--- src/rtl/bpc_pkg.sv ---
package bpc_pkg;
  typedef enum logic [2:0] {
    ST_IDLE,
    ST_SETUP,
    ST_PROG,
    ST_WAIT,
    ST_VCMD,
    ST_VREAD,
    ST_RDMODE
  } bpc_state_e;

  localparam logic [7:0] CMD_PGM_SETUP = 8'h40;
  localparam logic [7:0] CMD_PGM_CHECK = 8'hC0;
  localparam logic [7:0] CMD_READ_MODE = 8'h00;
endpackage

--- src/rtl/bpc_wait_timer.sv ---
module bpc_wait_timer #(
  parameter int WAIT_CYC = 2500
) (
  input  logic clk,
  input  logic rst_n,
  input  logic load,
  output logic expired
);
  localparam int TW = (WAIT_CYC > 1) ? $clog2(WAIT_CYC) : 1;
  localparam logic [TW-1:0] LOAD_VAL = TW'(WAIT_CYC - 1);

  logic [TW-1:0] cnt_q;
  logic [TW-1:0] cnt_d;
  logic          cnt_en;

  always_comb begin
    cnt_en = load || (cnt_q != '0);
    cnt_d  = load ? LOAD_VAL : cnt_q - 1'b1;
  end

  always_ff @(posedge clk or negedge rst_n) begin
    if (!rst_n) cnt_q <= '0;
    else if (cnt_en) cnt_q <= cnt_d;
  end

  assign expired = (cnt_q == '0);
endmodule

--- src/rtl/bpc_try_counter.sv ---
module bpc_try_counter #(
  parameter int MAX_TRIES = 25,
  parameter int CW        = 5
) (
  input  logic          clk,
  input  logic          rst_n,
  input  logic          clr,
  input  logic          inc,
  output logic [CW-1:0] count,
  output logic          at_max
);
  localparam logic [CW-1:0] LIMIT = CW'(MAX_TRIES);

  logic [CW-1:0] cnt_q;
  logic          cnt_en;
  logic [CW-1:0] cnt_d;

  always_comb begin
    cnt_en = clr || (inc && (cnt_q != LIMIT));
    cnt_d  = clr ? '0 : cnt_q + 1'b1;
  end

  always_ff @(posedge clk or negedge rst_n) begin
    if (!rst_n) cnt_q <= '0;
    else if (cnt_en) cnt_q <= cnt_d;
  end

  assign count  = cnt_q;
  assign at_max = (cnt_q == LIMIT);
endmodule

--- src/rtl/bpc_seq.sv ---
module bpc_seq
  import bpc_pkg::*;
#(
  parameter int AW = 15,
  parameter int DW = 8
) (
  input  logic          clk,
  input  logic          rst_n,
  input  logic          req_valid,
  input  logic          req_eoj,
  input  logic [AW-1:0] req_addr,
  input  logic [DW-1:0] req_data,
  output logic          req_ready,
  output logic          bus_valid,
  input  logic          bus_ready,
  output logic          bus_we,
  output logic [AW-1:0] bus_addr,
  output logic [DW-1:0] bus_wdata,
  input  logic [DW-1:0] bus_rdata,
  input  logic          tmr_expired,
  output logic          tmr_load,
  input  logic          try_at_max,
  output logic          try_clr,
  output logic          try_inc,
  output logic          done,
  output logic          fail
);
  bpc_state_e    state_q, state_d;
  logic [AW-1:0] addr_q;
  logic [DW-1:0] data_q;
  logic          done_q, fail_q;
  logic          hs, take, fin, fin_fail;

  assign hs   = bus_valid && bus_ready;
  assign take = req_valid && (state_q == ST_IDLE);

  // next-state
  always_comb begin
    state_d  = state_q;
    tmr_load = 1'b0;
    try_clr  = take;
    try_inc  = 1'b0;
    fin      = 1'b0;
    fin_fail = 1'b0;
    unique case (state_q)
      ST_IDLE:   if (take) state_d = req_eoj ? ST_RDMODE : ST_SETUP;
      ST_SETUP:  if (hs) state_d = ST_PROG;
      ST_PROG: begin
        if (hs) begin
          try_inc  = 1'b1;
          tmr_load = 1'b1;
          state_d  = ST_WAIT;
        end
      end
      ST_WAIT:   if (tmr_expired) state_d = ST_VCMD;
      ST_VCMD:   if (hs) state_d = ST_VREAD;
      ST_VREAD: begin
        if (hs) begin
          if (bus_rdata == data_q) begin
            fin     = 1'b1;
            state_d = ST_IDLE;
          end else if (try_at_max) begin
            fin      = 1'b1;
            fin_fail = 1'b1;
            state_d  = ST_IDLE;
          end else begin
            state_d = ST_SETUP;
          end
        end
      end
      ST_RDMODE: begin
        if (hs) begin
          fin     = 1'b1;
          state_d = ST_IDLE;
        end
      end
      default:   state_d = ST_IDLE;
    endcase
  end

  // registers
  always_ff @(posedge clk or negedge rst_n) begin
    if (!rst_n) begin
      state_q <= ST_IDLE;
      addr_q  <= '0;
      data_q  <= '0;
      done_q  <= 1'b0;
      fail_q  <= 1'b0;
    end else begin
      state_q <= state_d;
      done_q  <= fin;
      if (take) begin
        addr_q <= req_addr;
        data_q <= req_data;
      end
      if (take) fail_q <= 1'b0;
      else if (fin) fail_q <= fin_fail;
    end
  end

  // master port drive, decoded from state
  always_comb begin
    bus_valid = 1'b1;
    bus_we    = 1'b1;
    bus_addr  = addr_q;
    bus_wdata = DW'(CMD_PGM_SETUP);
    unique case (state_q)
      ST_SETUP:  bus_wdata = DW'(CMD_PGM_SETUP);
      ST_PROG:   bus_wdata = data_q;
      ST_VCMD:   bus_wdata = DW'(CMD_PGM_CHECK);
      ST_VREAD:  bus_we    = 1'b0;
      ST_RDMODE: begin
        bus_wdata = DW'(CMD_READ_MODE);
        bus_addr  = '0;
      end
      default:   bus_valid = 1'b0;
    endcase
  end

  assign req_ready = (state_q == ST_IDLE);
  assign done      = done_q;
  assign fail      = fail_q;
endmodule

--- src/rtl/byte_prog_ctrl.sv ---
module byte_prog_ctrl #(
  parameter int AW        = 15,
  parameter int DW        = 8,
  parameter int MAX_TRIES = 25,
  parameter int WAIT_CYC  = 2500,
  localparam int CW       = $clog2(MAX_TRIES + 1)
) (
  input  logic          clk,
  input  logic          rst_n,
  input  logic          req_valid,
  input  logic          req_eoj,
  input  logic [AW-1:0] req_addr,
  input  logic [DW-1:0] req_data,
  output logic          req_ready,
  output logic          bus_valid,
  input  logic          bus_ready,
  output logic          bus_we,
  output logic [AW-1:0] bus_addr,
  output logic [DW-1:0] bus_wdata,
  input  logic [DW-1:0] bus_rdata,
  output logic          done,
  output logic          fail,
  output logic [CW-1:0] pulses
);
  logic rst_meta, rst_sync;
  logic tmr_load, tmr_expired;
  logic try_clr, try_inc, try_at_max;

  // asynchronous assert, synchronous release
  always_ff @(posedge clk or negedge rst_n) begin
    if (!rst_n) begin
      rst_meta <= 1'b0;
      rst_sync <= 1'b0;
    end else begin
      rst_meta <= 1'b1;
      rst_sync <= rst_meta;
    end
  end

  bpc_seq #(.AW(AW), .DW(DW)) u_seq (
    .clk         (clk),
    .rst_n       (rst_sync),
    .req_valid   (req_valid),
    .req_eoj     (req_eoj),
    .req_addr    (req_addr),
    .req_data    (req_data),
    .req_ready   (req_ready),
    .bus_valid   (bus_valid),
    .bus_ready   (bus_ready),
    .bus_we      (bus_we),
    .bus_addr    (bus_addr),
    .bus_wdata   (bus_wdata),
    .bus_rdata   (bus_rdata),
    .tmr_expired (tmr_expired),
    .tmr_load    (tmr_load),
    .try_at_max  (try_at_max),
    .try_clr     (try_clr),
    .try_inc     (try_inc),
    .done        (done),
    .fail        (fail)
  );

  bpc_wait_timer #(.WAIT_CYC(WAIT_CYC)) u_tmr (
    .clk     (clk),
    .rst_n   (rst_sync),
    .load    (tmr_load),
    .expired (tmr_expired)
  );

  bpc_try_counter #(.MAX_TRIES(MAX_TRIES), .CW(CW)) u_try (
    .clk    (clk),
    .rst_n  (rst_sync),
    .clr    (try_clr),
    .inc    (try_inc),
    .count  (pulses),
    .at_max (try_at_max)
  );
endmodule

--- config.mk ---
export PLATFORM = sky130hd
export DESIGN_NAME = byte_prog_ctrl
export DESIGN_NICKNAME = d
export VERILOG_FILES = /design/src/rtl/bpc_pkg.sv /design/src/rtl/bpc_wait_timer.sv /design/src/rtl/bpc_try_counter.sv /design/src/rtl/bpc_seq.sv /design/src/rtl/byte_prog_ctrl.sv
export SDC_FILE = /design/constraint.sdc
export NUM_CORES = 1
export LEC_CHECK = 0
export ABC_AREA = 0
export ABC_CLOCK_PERIOD_IN_PS = 1400
export BUFFER_PORTS_ARGS = -buffer_cell sky130_fd_sc_hd__buf_2
export CORE_MARGIN = 3
export CORE_UTILIZATION = 47
export DETAILED_ROUTE_END_ITERATION = 8
export PLACE_DENSITY_LB_ADDON = 0.2
export SLEW_MARGIN = 40
export SYNTH_ARGS = -nofsm -noshare
export SYNTH_HDL_FRONTEND = slang
export SYNTH_SLANG_ARGS = --single-unit
--- constraint.sdc ---
create_clock -name clk -period 1.4 [get_ports clk]
set_input_delay 0.14 -clock clk [delete_from_list [all_inputs] [get_ports clk]]
set_output_delay 0.14 -clock clk [all_outputs]
set_load 0.03 [all_outputs]
# Yosys cells after proc, flatten, opt, wreduce, memory -nomap -nowiden
# Cells that the tools add are included.
# W data, S select, Z words.
# totals
inputBits	36
out_inout_bits	33
reg_bits	47
# classes
eq_ne	16
muxes	28
n_reduce_logical	11
n_addsub	2
# ops
op	count
$mux W3	9
$pmux W8 S3	1
$pmux W3 S7	1
$mux W15	1
$mux W1	13
$logic_not A12 Y1	1
$mux W12	1
$ne A2 B1 Y1 const B	6
$reduce_bool A12 Y1	1
$sub A12 B1 Y12 const B	1
$eq A3 B3 Y1 const B	3
$eq A8 B8 Y1	1
$reduce_and A7 Y1	1
$eq A3 B2 Y1 const B	2
$add A5 B1 Y5 const B	1
$eq A5 B5 Y1 const B	1
$mux W5	1
$ne A5 B5 Y1 const B	1
$reduce_or A5 Y1	1
$eq A3 B1 Y1 const B	1
$logic_and A1 B1 Y1	3
$logic_not A3 Y1	1
$logic_or A1 B1 Y1	2
$ne A2 B2 Y1 const B	1
2 further kinds	2

# Longest topological paths before layout
# Gate-level depths: netlist of run 1.
# depth
depth_word	8
depth_mapped	7

# Modules after synthesis
# From an unflattened synthesis of run 1, not the netlist that was laid out.
# unflattened
cells_unflattened	285
hier_area_um2	2560.0
# modules_own_cells
module	n_inst	seq_area_each_um2	cells_per_inst	area_each_um2
bpc_seq	1	700.7	183	1534.0
bpc_wait_timer	1	300.3	71	686.9
bpc_try_counter	1	125.1	28	285.3
byte_prog_ctrl	1	50.0	3	53.8

# Least setup slack after synthesis of run 1
# Ideal clock, no wire load.
# synth_timing
path_type	reg2reg
from	register u_tmr.cnt_q[0]
to	register u_seq.state_q[0]
n_path_buf	0
path_stages_with_launch	7
arrival_time_ns	1.834
setup_ns	0.124
required_ns	1.276
slack_ns	-0.558
path_cell_list	dfrtp_1 inv_1 ha_1 or3b_2 nor4b_4 o22ai_1 a211o_1
# synth_between
elab_chain_len	3
# synth_lines
element	line	text
from (decl)	bpc_wait_timer.sv:12	logic [TW-1:0] cnt_q;
from (signal assigned)	bpc_wait_timer.sv:23	else if (cnt_en) cnt_q <= cnt_d;
$logic_not A12 Y1	bpc_wait_timer.sv:26	assign expired = (cnt_q == '0);
$ne A2 B2 Y1 (no line)	--	
$reduce_and A7 Y1 (no line)	--	
to (signal assigned)	bpc_seq.sv:90	state_q <= state_d;
to (decl)	bpc_seq.sv:28	bpc_state_e state_q, state_d;
# No other way between the ends.
# A chain may end at the register's enable or synchronous reset.

# Worst setup path after layout of run 1
# layout_timing
from	register u_tmr.cnt_q[1]
to	register u_seq.state_q[0]
# The elaborated chain is that of the path after synthesis.

==> flow_metrics.py, run 1 <==
metrics = {
    "outcome": {
        "status": "finished with violations",
        "violations": "setup timing",
    },
    "logic_synthesis": {
        "synth.area.top_cells": "dfrtp_1, nand2_1, and2_1, xor2_1, or3_1",
        "netlist_top_cells_count": "nand2_1, dfrtp_1, and2_1",
        "yosysWarnings": 0,
        "synth_area_um2": 2490,
        "ys.flop_type": "dfrtp_1",
        "ys_ff_latch": 47,
        "syn_nets": 326,
        "syn_area_per_cell_um2": 8.70,
        "synth.distinct_cells": 43,
        "synth_edf_count": 0,
        "synth_cells": 286,
        "async_flop_share_pct": 100,
        "synth.top_cell.area_share_pct": 47.3,
        "synth_seq_area_share_pct": 47.3,
        "synth_top_area_cell": "dfrtp_1",
        "yosysMostFrequentCell": "nand2_1",
    },
    "cells_and_area": {
        "nets": 490,
        "area_delta_synth_final_pct": 85.0,
        "drive_gt1_share_pct": 65.0,
        "final_util_pct": 93.7,
        "final_area_um2": 4600,
        "antenna_cells": 0,
        "final-instance-count-excl-fill": 518,
    },
    "setup_path": {
        "cp_max_fo": 3,
        "crit_type": "register to register",
        "rrSetupSlack_ns": -0.69,
        "critPathLaunchType": "register",
        "required_ns": 1.61,
        "r2r_end": "u_seq.state_q[0]$_DFFE_PN0P_",
        "arrival_ns": 2.30,
        "r2r-start": "u_tmr.cnt_q[1]$_DFFE_PN0P_",
        "endpoint_kind": "register",
        "reg2reg_depth": 6,
    },
    "placement": {
        "post_dp_cell_area_um2": 3380,
        "post-place-ws_ns": -0.484,
        "io_buffers": 68,
        "place_inst": 464,
        "place.gp.congestion": 0.837,
        "place_hpwl_mm": 4.58,
    },
    "clocking": {
        "cts_tree": "done",
        "cts.sinks": 47,
        "numCtsBuffers": 5,
        "clock_path_buffers": 2,
        "clk_transition_reported_paths_ns": 0.10,
        "root_buffer": "clkbuf_8",
        "htreeDepth": 2,
        "insertion_delay_ns": 0.32,
    },
    "global_routing": {
        "grt_usage_pct": 33.7,
        "antenna_found_initial": 0,
        "grt_pass1_vias": 3146,
        "grt_max_degree": 46,
        "gr-total-overflow": 0,
        "grt_pass1_wl_mm": 15.8,
    },
    "timing": {
        "hold_ws_ns": 0.0161,
        "fin_ws_ns": -0.692,
        "setup-violations-final": 71,
        "fin_crit_sh_pct": 149,
        "slew_headroom_pct": 64.9,
        "rsz0062_at_grt": "yes",
        "finalCriticalPeriod_ns": 2.09,
        "max_freq_mhz": 478,
        "worst_slew_pin_slew_ns": 0.523,
        "skew_ns": 0.00999,
        "slew_violations": 0,
        "finalHoldViolations": 0,
    },
    "min_path": {
        "hp-class": "input pin to register",
        "hp-start": "req_addr[13]",
        "holdPathEnd": "u_seq.addr_q[13]$_DFFE_PN0P_",
        "hold_path_depth": 3,
    },
    "route": {
        "routed_wl_mm": 13.5,
        "wl_met3_mm": 1.69,
        "vias": 3453,
        "antenna_left": 0,
        "routedWlPerCell_um": 26.1,
        "drtIter0Drc": 578,
        "drc": 0,
        "wl_met1_mm": 4.50,
        "met2WireLength_mm": 6.03,
        "viasPerCell": 6.67,
        "dr.pass1.iters": 7,
        "topRoutingLayerUsed": "met4",
    },
    "floorplanning": {
        "num_rows": 25,
        "die_h_um": 78.8,
        "dieArea_um2": 6200,
        "start_util_pct": 50.7,
        "io_pins": 69,
        "dieWidth_um": 78.8,
        "coreArea_um2": 4910,
    },
    "power": {
        "powerDensity_nw_per_um2": 1840,
        "p_switching_mw": 3.70,
        "swShare_pct": 43.6,
        "internal_power_mw": 4.79,
        "clkPwrFrac_pct": 11.3,
        "power_frac_comb_pct": 61.9,
        "p_seq_share_pct": 26.8,
        "p_leak_nw": 2.23,
        "ir_drop_mv": 1.34,
    },
    "job": {
        "drv_cap": 0,
    },
}
worst max-delay path, stage by stage, from the launching register on:
cell and delay [ns]:
dfrtp_1 0.41, inv_2 0.12, ha_4 0.15, or3b_4 0.41
nor4b_4 0.42, o22ai_1 0.20, a211o_1 0.27
per-stage QoR:
stage                     total power, mW  setup TNS, ns
final                                8.49         -30.03
after global routing                 8.72         -30.45
after CTS                            7.25         -17.12
after detailed placement             5.28          -8.44
after global placement               5.18          -6.96
after floorplan                      4.07          -4.75
power groups by stage:
stage / clock (mW) / sequential (mW) / combinational (mW)
floorplan: 0 / 2.28 / 1.79
global placement: 0 / 2.10 / 3.07
detailed placement: 0 / 2.14 / 3.14
CTS: 0.908 / 2.14 / 4.20
global route: 1.00 / 2.29 / 5.43
finish: 0.963 / 2.27 / 5.26
logic make-up after synthesis:
logic type | share of synthesized area [%]
xor gates and xnor gates | 4.58
buffers and inverters | 3.12
other | 0.151
adders and majority gates | 2.01
DFF | 47.3
and+or+nand+nor | 33.7
AOI/OAI and AO/OA | 9.20
area by class of cell:
type                    count  area (um2)
multi-input cells         222        1760
clock buffers               8         100
flip-flops and latches     47        1180
inverters                   7        33.8
fillers                   147         308
repair buffers            167        1440
well taps                  67        83.8
how the worst max path moves through the flow:
stage / from / endpoint / cells past startpoint
final: u_tmr.cnt_q[1]$_DFFE_PN0P_ / u_seq.state_q[0]$_DFFE_PN0P_ / 6
after global placement: u_tmr.cnt_q[0]$_DFFE_PN0P_ / u_tmr.cnt_q[0]$_DFFE_PN0P_ / 7
after CTS: u_tmr.cnt_q[0]$_DFFE_PN0P_ / u_tmr.cnt_q[0]$_DFFE_PN0P_ / 7
after floorplan: u_tmr.cnt_q[0]$_DFFE_PN0P_ / u_seq.state_q[0]$_DFFE_PN0P_ / 6
after global routing: u_tmr.cnt_q[1]$_DFFE_PN0P_ / u_tmr.cnt_q[9]$_DFFE_PN0P_ / 7
after detailed placement: u_tmr.cnt_q[0]$_DFFE_PN0P_ / u_tmr.cnt_q[9]$_DFFE_PN0P_ / 7
registers in the layout (all words and copies together), names as in the netlist:
signal and flops:
u_seq.data_q 8, u_try.count 5, u_seq.addr_q 15, u_seq.state_q 3, rst_meta 1, u_seq.done 1, u_tmr.cnt_q 12, rst_sync 1
u_seq.fail 1
layout by cell type, fill, tap and decap left out, types with 4 or more instances in the layout:
master    synthesis  routed
nand2_4           0       5
inv_2             0       4
nor2_1            7       5
or3_1            10       6
dfrtp_1          47      44
a21oi_1          12       6
buf_2             2      42
buf_4             0      64
nand3_1           8       5
clkbuf_8          0       7
xor2_1           11      11
nand2_1          82      36
o21ai_0          10       5
or3_4             0       4
nand2_2           0      39
and2_4            0      25
nand3b_1          4       4
buf_6             0      53
a21oi_2           0       5
metal layers:
layer	track usage (%)	vias to the layer above
met5	0	-
met4	21.7	0
met3	9.98	150
met2	54.0	423
met1	39.4	1587
li1	-	1293
repair_timing:
item / in CTS / in global routing
setup buffers: 21 / 20
endpoints found under the setup margin: 71 / 71
pin swaps: 56 / 46
cloned: 8 / 0
endpoints found under the hold margin: 2 / 0
resized for setup: 136 / 86
hold buffers: 1 / 0
Power figures use the tool's default switching activity.
==> inputs of run 2 (changes only) <==
--- a/config.mk
+++ b/config.mk
@@ -8,7 +8,6 @@
 export ABC_AREA = 0
 export ABC_CLOCK_PERIOD_IN_PS = 1400
 export BUFFER_PORTS_ARGS = -buffer_cell sky130_fd_sc_hd__buf_2
-export CORE_MARGIN = 3
 export CORE_UTILIZATION = 47
 export DETAILED_ROUTE_END_ITERATION = 8
 export PLACE_DENSITY_LB_ADDON = 0.2
==> run 2 against run 1 <==
Net effect: the flow still finishes with violations (setup timing); via count fell by 12%; design area decreased by 4.4%; count of clock-buffer cells in the layout is 1 lower; core utilization is 7.6 points lower; critical path type unchanged; critical endpoint is now u_tmr.cnt_q[0]$_DFFE_PN0P_; highest routed layer unchanged.
==> flow_metrics.py, run 2 (synthesis results as in run 1) <==
metrics = {
    "outcome": {
        "status": "finished with violations",
        "violations": "setup timing",
    },
    "route": {
        "routed_wl_mm": 10.5,
        "drc": 0,
        "viasPerCell": 5.89,
        "vias": 3028,
        "routedWlPerCell_um": 20.4,
        "drtIter0Drc": 285,
        "dr.pass1.iters": 5,
        "antenna_left": 0,
    },
    "power": {
        "p_leak_nw": 2.15,
        "ir_drop_mv": 1.27,
        "p_switching_mw": 3.30,
        "powerDensity_nw_per_um2": 1810,
        "power_frac_comb_pct": 61.4,
        "p_seq_share_pct": 27.3,
        "clkPwrFrac_pct": 11.3,
        "swShare_pct": 41.3,
        "internal_power_mw": 4.68,
    },
    "placement": {
        "post-place-ws_ns": -0.512,
        "place_hpwl_mm": 4.46,
        "place.gp.congestion": 0.835,
        "post_dp_cell_area_um2": 3400,
        "io_buffers": 68,
    },
    "global_routing": {
        "grt_usage_pct": 34.5,
        "gr-total-overflow": 0,
        "grt_max_degree": 46,
        "grt_pass1_wl_mm": 13.9,
        "antenna_found_initial": 0,
        "grt_pass1_vias": 2759,
    },
    "clocking": {
        "insertion_delay_ns": 0.32,
        "clk_transition_reported_paths_ns": 0.09,
        "cts_tree": "done",
        "clock_path_buffers": 2,
        "numCtsBuffers": 5,
        "htreeDepth": 2,
        "cts.sinks": 47,
        "root_buffer": "clkbuf_8",
    },
    "min_path": {
        "hp-class": "input pin to register",
        "hold_path_depth": 3,
        "hp-start": "req_addr[12]",
        "holdPathEnd": "u_seq.addr_q[12]$_DFFE_PN0P_",
    },
    "timing": {
        "hold_ws_ns": 0.0141,
        "rsz0062_at_grt": "yes",
        "finalHoldViolations": 0,
        "setup-violations-final": 71,
        "final.setup.tns_ns": -23.44,
        "fin_ws_ns": -0.573,
        "skew_ns": 0.0101,
        "max_freq_mhz": 507,
        "fin_crit_sh_pct": 141,
        "finalCriticalPeriod_ns": 1.97,
        "slew_violations": 0,
    },
    "cells_and_area": {
        "nets": 483,
        "antenna_cells": 0,
        "largest_reg_flops": 15,
        "reg_top3": "u_seq.addr_q x15, u_tmr.cnt_q x12, u_seq.data_q x8",
        "regMostFlops": "u_seq.addr_q",
        "drive_gt1_share_pct": 60.1,
        "area_delta_synth_final_pct": 76.8,
        "final_cell_mix": "buf_4, buf_6, nand2_1",
        "final_area_um2": 4400,
        "final_common_cell": "buf_4",
    },
    "setup_path": {
        "crit_type": "register to register",
        "reg2reg_depth": 7,
        "r2r_end": "u_tmr.cnt_q[0]$_DFFE_PN0P_",
        "arrival_ns": 2.16,
        "r2r-start": "u_tmr.cnt_q[0]$_DFFE_PN0P_",
        "critPathLaunchType": "register",
        "cp_max_fo": 6,
        "endpoint_kind": "register",
        "required_ns": 1.59,
        "rrSetupSlack_ns": -0.57,
        "critPathLaunch": "u_tmr.cnt_q[0]$_DFFE_PN0P_",
    },
    "floorplanning": {
        "dieArea_um2": 5590,
        "die_h_um": 74.8,
        "io_pins": 69,
        "start_util_pct": 48.7,
        "dieWidth_um": 74.8,
        "num_rows": 26,
        "coreArea_um2": 5110,
    },
    "job": {
        "drv_cap": 0,
    },
}
-- run 2: changes by cell type in the layout (fill, tap and decap cells not counted), sizes merged --
| cell | delta |
|---|---|
| buf | -7 |
| clkbuf | -1 |
| inv | +1 |
-- run 2: repair_timing --
item                                    4_1_cts  5_1_grt
hold endpoints to repair                      2        0
hold buffers                                  1        0
cloned                                        6        0
pin swaps                                    45       23
gates resized for setup                     126       52
buffers inserted                             19       12
endpoints found under the setup margin       71       71
-- run 2: worst max path at each step --
stage	endpoint	slack (ns)	cells past startpoint
finish	u_tmr.cnt_q[0]$_DFFE_PN0P_	-0.57	7
global route	u_tmr.cnt_q[0]$_DFFE_PN0P_	-0.66	7
CTS	u_tmr.cnt_q[0]$_DFFE_PN0P_	-0.43	7
detailed placement	u_tmr.cnt_q[9]$_DFFE_PN0P_	-0.51	7
global placement	u_tmr.cnt_q[0]$_DFFE_PN0P_	-0.43	7
floorplan	u_seq.state_q[0]$_DFFE_PN0P_	-0.44	6
-- run 2: cell type report --
class                   instances  area (um2)
multi-input cells             222        1630
flip-flops and latches         47        1180
well taps                      70        87.6
clock inverters                 1        5.00
clock buffers                   7        86.3
fillers                       248         708
repair buffers                160        1370
inverters                       7        33.8
-- run 2: metrics by stage --
stage,util (%),total power [mW],std cells
3_5_place_dp,66.5,5.27,469
6_report,86.1,7.98,514
5_1_grt,86.1,8.31,514
3_3_place_gp,66.5,5.17,469
2_1_floorplan,-,4.07,286
4_1_cts,80.9,7.27,502
-- run 2: per-layer routing --
layer  wire (um)  global-route usage [%]  share of wire (%)  up-vias
li1            -                       -                  -     1281
met1        3950                    42.0                 38     1477
met2        5100                    54.9                 49      209
met3         884                    9.91                8.4       61
met4         567                    20.1                5.4        0
met5           0                       0                  0        -
-- run 2: critical path, cell delays in order, from the launching register on --
cell and delay (ns):
dfrtp_1 0.41, inv_2 0.12, ha_4 0.15, or3b_4 0.41, nor4b_4 0.38, buf_6 0.19
xnor2_2 0.10, nand2_1 0.08
-- run 2: power groups by stage --
stage                     clock network (mW)  registers [mW]  logic, mW
after floorplan                            0            2.28       1.79
after global placement                     0            2.09       3.08
after detailed placement                   0            2.13       3.14
after CTS                              0.869            2.12       4.28
after global routing                   0.943            2.21       5.16
final                                  0.902            2.17       4.90
